`config.mk`:
```
export PLATFORM = sky130hd
export DESIGN_NAME = dbuf_refresh
export DESIGN_NICKNAME = d
export VERILOG_FILES = /design/src/rtl/dbr_pkg.sv /design/src/rtl/dbr_stage1.sv /design/src/rtl/dbr_ctrl.sv /design/src/rtl/dbr_stage2.sv /design/src/rtl/dbuf_refresh.sv
export SDC_FILE = /design/constraint.sdc
export NUM_CORES = 1
export LEC_CHECK = 0
export ABC_CLOCK_PERIOD_IN_PS = 4300
export CAP_MARGIN = 40
export CORE_UTILIZATION = 65
export DETAILED_ROUTE_END_ITERATION = 6
export DONT_BUFFER_PORTS = 1
export HOLD_SLACK_MARGIN = 0.02
export PLACE_DENSITY_LB_ADDON = 0.15
export SLEW_MARGIN = 25
export SYNTH_ARGS = -nofsm -noshare
export SYNTH_HDL_FRONTEND = slang
export SYNTH_SLANG_ARGS = --single-unit
```
`constraint.sdc`:
```
create_clock -name clk -period 4.3 [get_ports clk]
set_input_delay 0.86 -clock clk [delete_from_list [all_inputs] [get_ports clk]]
set_output_delay 0.86 -clock clk [all_outputs]
set_load 0.01 [all_outputs]
```
`src/rtl/dbr_pkg.sv`:
```
package dbr_pkg;
    typedef enum logic [1:0] {
        ST_BLANKED = 2'd0,
        ST_SYNCED  = 2'd1,
        ST_PENDING = 2'd2
    } dbr_state_e;

    localparam logic SEL_GS  = 1'b0;
    localparam logic SEL_CTL = 1'b1;
endpackage

```
`src/rtl/dbr_stage1.sv`:
```
module dbr_stage1 #(
    parameter int GS_W      = 48,
    parameter int DC_W      = 24,
    parameter int MODE_W    = 8,
    parameter int SH_W      = 48,
    parameter int BLANK_BIT = 0
) (
    input  logic              clk,
    input  logic              rst_n,
    input  logic [SH_W-1:0]   word,
    input  logic              gs_stb,
    input  logic              ctl_stb,
    output logic [GS_W-1:0]   gs1_q,
    output logic [DC_W-1:0]   dc1_q,
    output logic [MODE_W-1:0] mode_q,
    output logic [GS_W-1:0]   gs1_d,
    output logic [DC_W-1:0]   dc1_d,
    output logic [MODE_W-1:0] mode_d
);
    localparam logic [MODE_W-1:0] MODE_RST = MODE_W'(1) << BLANK_BIT;

    always_comb begin
        gs1_d  = gs_stb  ? word[GS_W-1:0]     : gs1_q;
        dc1_d  = ctl_stb ? word[MODE_W +: DC_W] : dc1_q;
        mode_d = ctl_stb ? word[MODE_W-1:0]   : mode_q;
    end

    always_ff @(posedge clk or negedge rst_n) begin
        if (!rst_n) begin
            gs1_q  <= '0;
            dc1_q  <= '0;
            mode_q <= MODE_RST;
        end else begin
            gs1_q  <= gs1_d;
            dc1_q  <= dc1_d;
            mode_q <= mode_d;
        end
    end

    assert_mode_immediate_R8: assert property (@(posedge clk) disable iff (!rst_n)
        ctl_stb |=> mode_q == $past(word[MODE_W-1:0]));

    assert_gs_only_R2: assert property (@(posedge clk) disable iff (!rst_n)
        (gs_stb && !ctl_stb) |=> ($stable(dc1_q) && $stable(mode_q)));
endmodule

```
`src/rtl/dbr_ctrl.sv`:
```
module dbr_ctrl
    import dbr_pkg::*;
(
    input  logic       clk,
    input  logic       rst_n,
    input  logic       gs_stb,
    input  logic       ctl_stb,
    input  logic       period_end,
    input  logic       blank_cur,
    input  logic       blank_nxt,
    input  logic       tmg_cur,
    output logic       promote,
    output logic       restart_o,
    output dbr_state_e state_o
);
    dbr_state_e state_q, state_d;
    logic       any_stb;
    logic       tmg_hit;

    assign any_stb = gs_stb | ctl_stb;
    assign tmg_hit = gs_stb & tmg_cur;

    always_comb begin
        promote = blank_cur | blank_nxt | period_end | tmg_hit;
        state_d = state_q;
        unique case (state_q)
            ST_BLANKED: begin
                if (!blank_nxt) state_d = ST_SYNCED;
            end
            ST_SYNCED: begin
                if (blank_nxt)     state_d = ST_BLANKED;
                else if (promote)  state_d = ST_SYNCED;
                else if (any_stb)  state_d = ST_PENDING;
            end
            ST_PENDING: begin
                if (blank_nxt)     state_d = ST_BLANKED;
                else if (promote)  state_d = ST_SYNCED;
            end
            default: state_d = ST_BLANKED;
        endcase
    end

    always_ff @(posedge clk or negedge rst_n) begin
        if (!rst_n) state_q <= ST_BLANKED;
        else        state_q <= state_d;
    end

    always_ff @(posedge clk or negedge rst_n) begin
        if (!rst_n) restart_o <= 1'b0;
        else        restart_o <= tmg_hit;
    end

    assign state_o = state_q;

    assert_restart_cause_R9: assert property (@(posedge clk) disable iff (!rst_n)
        restart_o |-> $past(gs_stb && tmg_cur));

    assert_tmg_restart_R7: assert property (@(posedge clk) disable iff (!rst_n)
        (gs_stb && tmg_cur) |=> restart_o);
endmodule

```
`src/rtl/dbr_stage2.sv`:
```
module dbr_stage2 #(
    parameter int GS_W = 48,
    parameter int DC_W = 24
) (
    input  logic            clk,
    input  logic            rst_n,
    input  logic            promote,
    input  logic [GS_W-1:0] gs1_d,
    input  logic [DC_W-1:0] dc1_d,
    output logic [GS_W-1:0] gs2_q,
    output logic [DC_W-1:0] dc2_q
);
    always_ff @(posedge clk or negedge rst_n) begin
        if (!rst_n) begin
            gs2_q <= '0;
            dc2_q <= '0;
        end else if (promote) begin
            gs2_q <= gs1_d;
            dc2_q <= dc1_d;
        end
    end

    assert_hold_R3: assert property (@(posedge clk) disable iff (!rst_n)
        !promote |=> ($stable(gs2_q) && $stable(dc2_q)));

    assert_promote_R4: assert property (@(posedge clk) disable iff (!rst_n)
        promote |=> (gs2_q == $past(gs1_d) && dc2_q == $past(dc1_d)));
endmodule

```
`src/rtl/dbuf_refresh.sv`:
```
module dbuf_refresh
    import dbr_pkg::*;
#(
    parameter int GS_W      = 48,
    parameter int DC_W      = 24,
    parameter int MODE_W    = 8,
    parameter int BLANK_BIT = 0,
    parameter int TMG_BIT   = 1,
    parameter int SH_W      = (GS_W > DC_W + MODE_W) ? GS_W : DC_W + MODE_W
) (
    input  logic              clk,
    input  logic              rst_n,
    input  logic [SH_W-1:0]   shift_word,
    input  logic              lat_stb,
    input  logic              lat_sel,
    input  logic              period_end,
    output logic [GS_W-1:0]   gs_act,
    output logic [DC_W-1:0]   dc_act,
    output logic [MODE_W-1:0] mode_now,
    output logic              restart
);
    logic              gs_stb, ctl_stb, promote;
    logic [GS_W-1:0]   gs1_q, gs1_d;
    logic [DC_W-1:0]   dc1_q, dc1_d;
    logic [MODE_W-1:0] mode_q, mode_d;
    dbr_state_e        state;

    assign gs_stb  = lat_stb & (lat_sel == SEL_GS);
    assign ctl_stb = lat_stb & (lat_sel == SEL_CTL);

    dbr_stage1 #(
        .GS_W(GS_W), .DC_W(DC_W), .MODE_W(MODE_W), .SH_W(SH_W), .BLANK_BIT(BLANK_BIT)
    ) u_stage1 (
        .clk(clk), .rst_n(rst_n), .word(shift_word),
        .gs_stb(gs_stb), .ctl_stb(ctl_stb),
        .gs1_q(gs1_q), .dc1_q(dc1_q), .mode_q(mode_q),
        .gs1_d(gs1_d), .dc1_d(dc1_d), .mode_d(mode_d)
    );

    dbr_ctrl u_ctrl (
        .clk(clk), .rst_n(rst_n),
        .gs_stb(gs_stb), .ctl_stb(ctl_stb), .period_end(period_end),
        .blank_cur(mode_q[BLANK_BIT]), .blank_nxt(mode_d[BLANK_BIT]),
        .tmg_cur(mode_q[TMG_BIT]),
        .promote(promote), .restart_o(restart), .state_o(state)
    );

    dbr_stage2 #(.GS_W(GS_W), .DC_W(DC_W)) u_stage2 (
        .clk(clk), .rst_n(rst_n), .promote(promote),
        .gs1_d(gs1_d), .dc1_d(dc1_d),
        .gs2_q(gs_act), .dc2_q(dc_act)
    );

    assign mode_now = mode_q;

    assert_blank_follow_R6: assert property (@(posedge clk) disable iff (!rst_n)
        mode_q[BLANK_BIT] |-> (gs_act == gs1_q && dc_act == dc1_q));

    assert_synced_equal_R4: assert property (@(posedge clk) disable iff (!rst_n)
        (state == ST_SYNCED) |-> (gs_act == gs1_q && dc_act == dc1_q));

    assert_state_blank_R6: assert property (@(posedge clk) disable iff (!rst_n)
        (state == ST_BLANKED) == mode_q[BLANK_BIT]);
endmodule

```
==> impl_metrics.toml <==
[drt]
routed-wl-met3_um = 899
top_layer = "met4"
vias_per_cell = 5.906
routed_wl_um = 10480
met2_wirelength_um = 5149
num_vias = 2758
wl_per_cell_um = 22.43
route.detailed.drc = 9
wl_met1_um = 4306
ant_nets = 0
drtIter0Drc = 110
firstDrtPassIters = 6

[setup_path]
rr_startpoint = "u_stage1.mode_q[1]"
cp.required_ps = 4690
crit_buf_inv = 1
r2r-end = "u_stage2.gs2_q[0]"
worstPathMaxFanout = 37
crit_type = "register to register"
cp_slowest_cell = "buf_4"
cp-end-kind = "register"
rrSetupSlack_ps = 1900
cpLargestDelayFamily = "buffers and inverters"
startpoint_type = "register"
worstPathArrival_ps = 2790
cpPeakStageDelay_ps = 680
path_cells = "mux2_1 > a211o_4 > buf_4 > mux2_4"
reg2reg_depth = 4

[clock_tree]
cts_buffers = 17
clock-root-buffer = "clkbuf_8"
cts_resized = 0
post_cts_buffers = 0
cts_tree = "yes"
cts-htree-levels = 4
path_clk_slew_ps = 60
cts_buffer_depth = 2
cts.sink_count = 153
clkLatencyLatePin_ps = 510

[logic_synthesis]
synth_top_family_by_area = "multiplexers"
yosys.area.top_type = "dfrtp_1"
syn_inst = 329
ys_seq_elements = 153
ys_seq_area_share_pct = 63.34
synth_compound_gate_area_share_pct = 0.1448
synth_common_cells = "dfrtp_1, mux2_2, mux2_4"
synth_area_sq_um = 6047
synth-xor-area-share_pct = 0
synthSimpleGateAreaFrac_pct = 0.2690
synthDistinctLibCells = 15
synth_edf_count = 0
synth-adder-area-share_pct = 0
syn_area_per_cell_sq_um = 18.38
synth_top_area_share_pct = 62.90
synth_warnings = 0
synth_most_common_cell = "dfrtp_1"
syn_nets = 382
async_reset_ff_share_pct = 100.0
synthMuxAreaShare_pct = 32.84
synth_ff_type = "dfrtp_1"
ys_top_cells_by_area = "dfrtp_1, mux2_4, mux2_2"

[sta]
rsz0062_at_grt = "no"
setup_violations = 0
report.final.slew_viol_count = 0
fin_skew_ps = 7.212
worstMarginPinSlew_ps = 696.1
fin_tns_setup_ps = 0
max_slew_margin_pct = 53.59
hold_violations = 0
period_share_pct = 55.84
fmax_mhz = 416.5
hold_slack_ps = 47.34
min_period_ps = 2401

[floorplanning]
rows = 34
start_util_pct = 68.34
fp.dieH_um = 98.45
coreArea_sq_um = 8848
ios = 134
dieArea_sq_um = 9692
fp.dieW_um = 98.45

[pwr]
p_int_uw = 2794
fin_total_pwr_uw = 3754
power_switching_uw = 960.5
seq_power_share_pct = 51.2
p_sw_share_pct = 25.59
vdd_ir_drop_max_mv = 0.2879
clkPwrFrac_pct = 36.4
pwr-share-comb_pct = 12.4
leakagePower_uw = 0.003122
pwr_density_cell_nw_per_um2 = 559.3

[global_route]
grt_pass1_vias = 3070
grt_pass1_wl_um = 16640
grt_max_degree = 130
grt.total_usage_pct = 23.31
antenna_found_initial = 0
overflow = 0

[place]
place_area_sq_um = 6046
dp_hpwl_um = 6133
port_buffers = 0
gp_congestion = 0.6835

[outcome]
status = "finished, violations left"
violations = "DRC"

[finish]
design_area_sq_um = 6711
drive_gt1_share_pct = 50.70
syn_to_final_growth_pct = 10.99
antenna_cells = 0
fin_nets = 399

[flow_run]
cap_viol_max_count = 0

[min_path]
holdCritPathClass = "input port to asynchronous set/reset pin"
[repair_timing]
action,in CTS,in global routing
endpoints found under the setup margin,0,0
hold buffers,8,3
hold endpoints to repair,2,1
[worst max-delay path by stage]
stage | start | to | cells after the start
2_1_floorplan | lat_sel | u_stage2.dc2_q[0] | 5
3_3_place_gp | lat_sel | u_stage2.gs2_q[44] | 4
3_5_place_dp | lat_sel | u_stage2.dc2_q[1] | 4
4_1_cts | u_stage1.mode_q[1] | u_stage2.dc2_q[1] | 4
5_1_grt | u_stage1.mode_q[1] | u_stage2.dc2_q[1] | 4
6_report | u_stage1.mode_q[1] | u_stage2.gs2_q[0] | 4
[sequential cells by signal, summed over array words and instances (netlist names)]
| name | cells |
|---|---|
| u_stage1.mode_q | 8 |
| u_stage2.gs2_q | 48 |
| u_stage1.dc1_q | 24 |
| u_stage1.gs1_q | 48 |
| u_ctrl.restart_o | 1 |
| u_stage2.dc2_q | 24 |
[metal layers]
| layer | vias to the layer above | GRT usage [%] |
|---|---|---|
| met5 | - | 0 |
| met4 | 0 | 9.300 |
| met3 | 11 | 8.794 |
| met2 | 98 | 36.73 |
| met1 | 1463 | 29.54 |
| li1 | 1186 | - |
[cell families (layout without fill, tap and decap cells)]
family | count (synthesis) | after routing
muxes | 153 | 153
DFF | 153 | 153
buffers and inverters | 19 | 49
and+or+nand+nor | 3 | 3
AOI/OAI and AO/OA | 1 | 1
[power by group through the flow]
stage	Clock, uW	Sequential [uW]	Combinational, uW
4_1_cts	1390	1930	465
5_1_grt	1460	1950	502
3_5_place_dp	0	1940	450
2_1_floorplan	0	1880	430
3_3_place_gp	0	1940	425
6_report	1370	1920	465
[stage by stage]
| step | std cells | worst slack, ps | utilization [%] |
|---|---|---|---|
| after floorplan | 329 | 2128 | - |
| after global placement | 423 | 1466 | 68.01 |
| after detailed placement | 424 | 1450 | 68.33 |
| after CTS | 464 | 1892 | 75.51 |
| after global routing | 467 | 1798 | 75.85 |
| final | 467 | 1899 | 75.85 |
[area by class of cell]
cell class                      count  area (sq um)
Sequential cell                   153          3830
Multi-Input combinational cell    157          2019
Fill cell                         534          2137
Timing Repair Buffer               16         167.7
Clock buffer                       20         435.4
Inverter                            1         3.754
Clock inverter                     12         120.1
Tap cell                          108         135.1
[worst register-to-register path, stage by stage (launching register included)]
cell and delay (ps):
dfrtp_1 440, mux2_1 190, a211o_4 560, buf_4 720, mux2_4 390
[cell usage in the layout, fill, tap and decap left out]
cell           synthesis  final
buf_16                 0      1
inv_6                  0      2
nor2_1                 1      1
a211o_4                0      1
nand2b_2               1      1
dfstp_2                1      1
clkbuf_16              0     16
clkbuf_1               0      2
clkbuf_8               0      2
inv_1                  1      1
buf_4                  2      4
mux2_1                 9      9
mux2_4                70     70
mux2_2                74     74
dlygate4sd3_1          0     11
dfrtp_1              152    152
clkinv_4               0      4
bufinv_16              0      1
clkinvlp_4             0      5
nand2_1                1      1
Note: power is estimated with default switching activity, not from simulation.
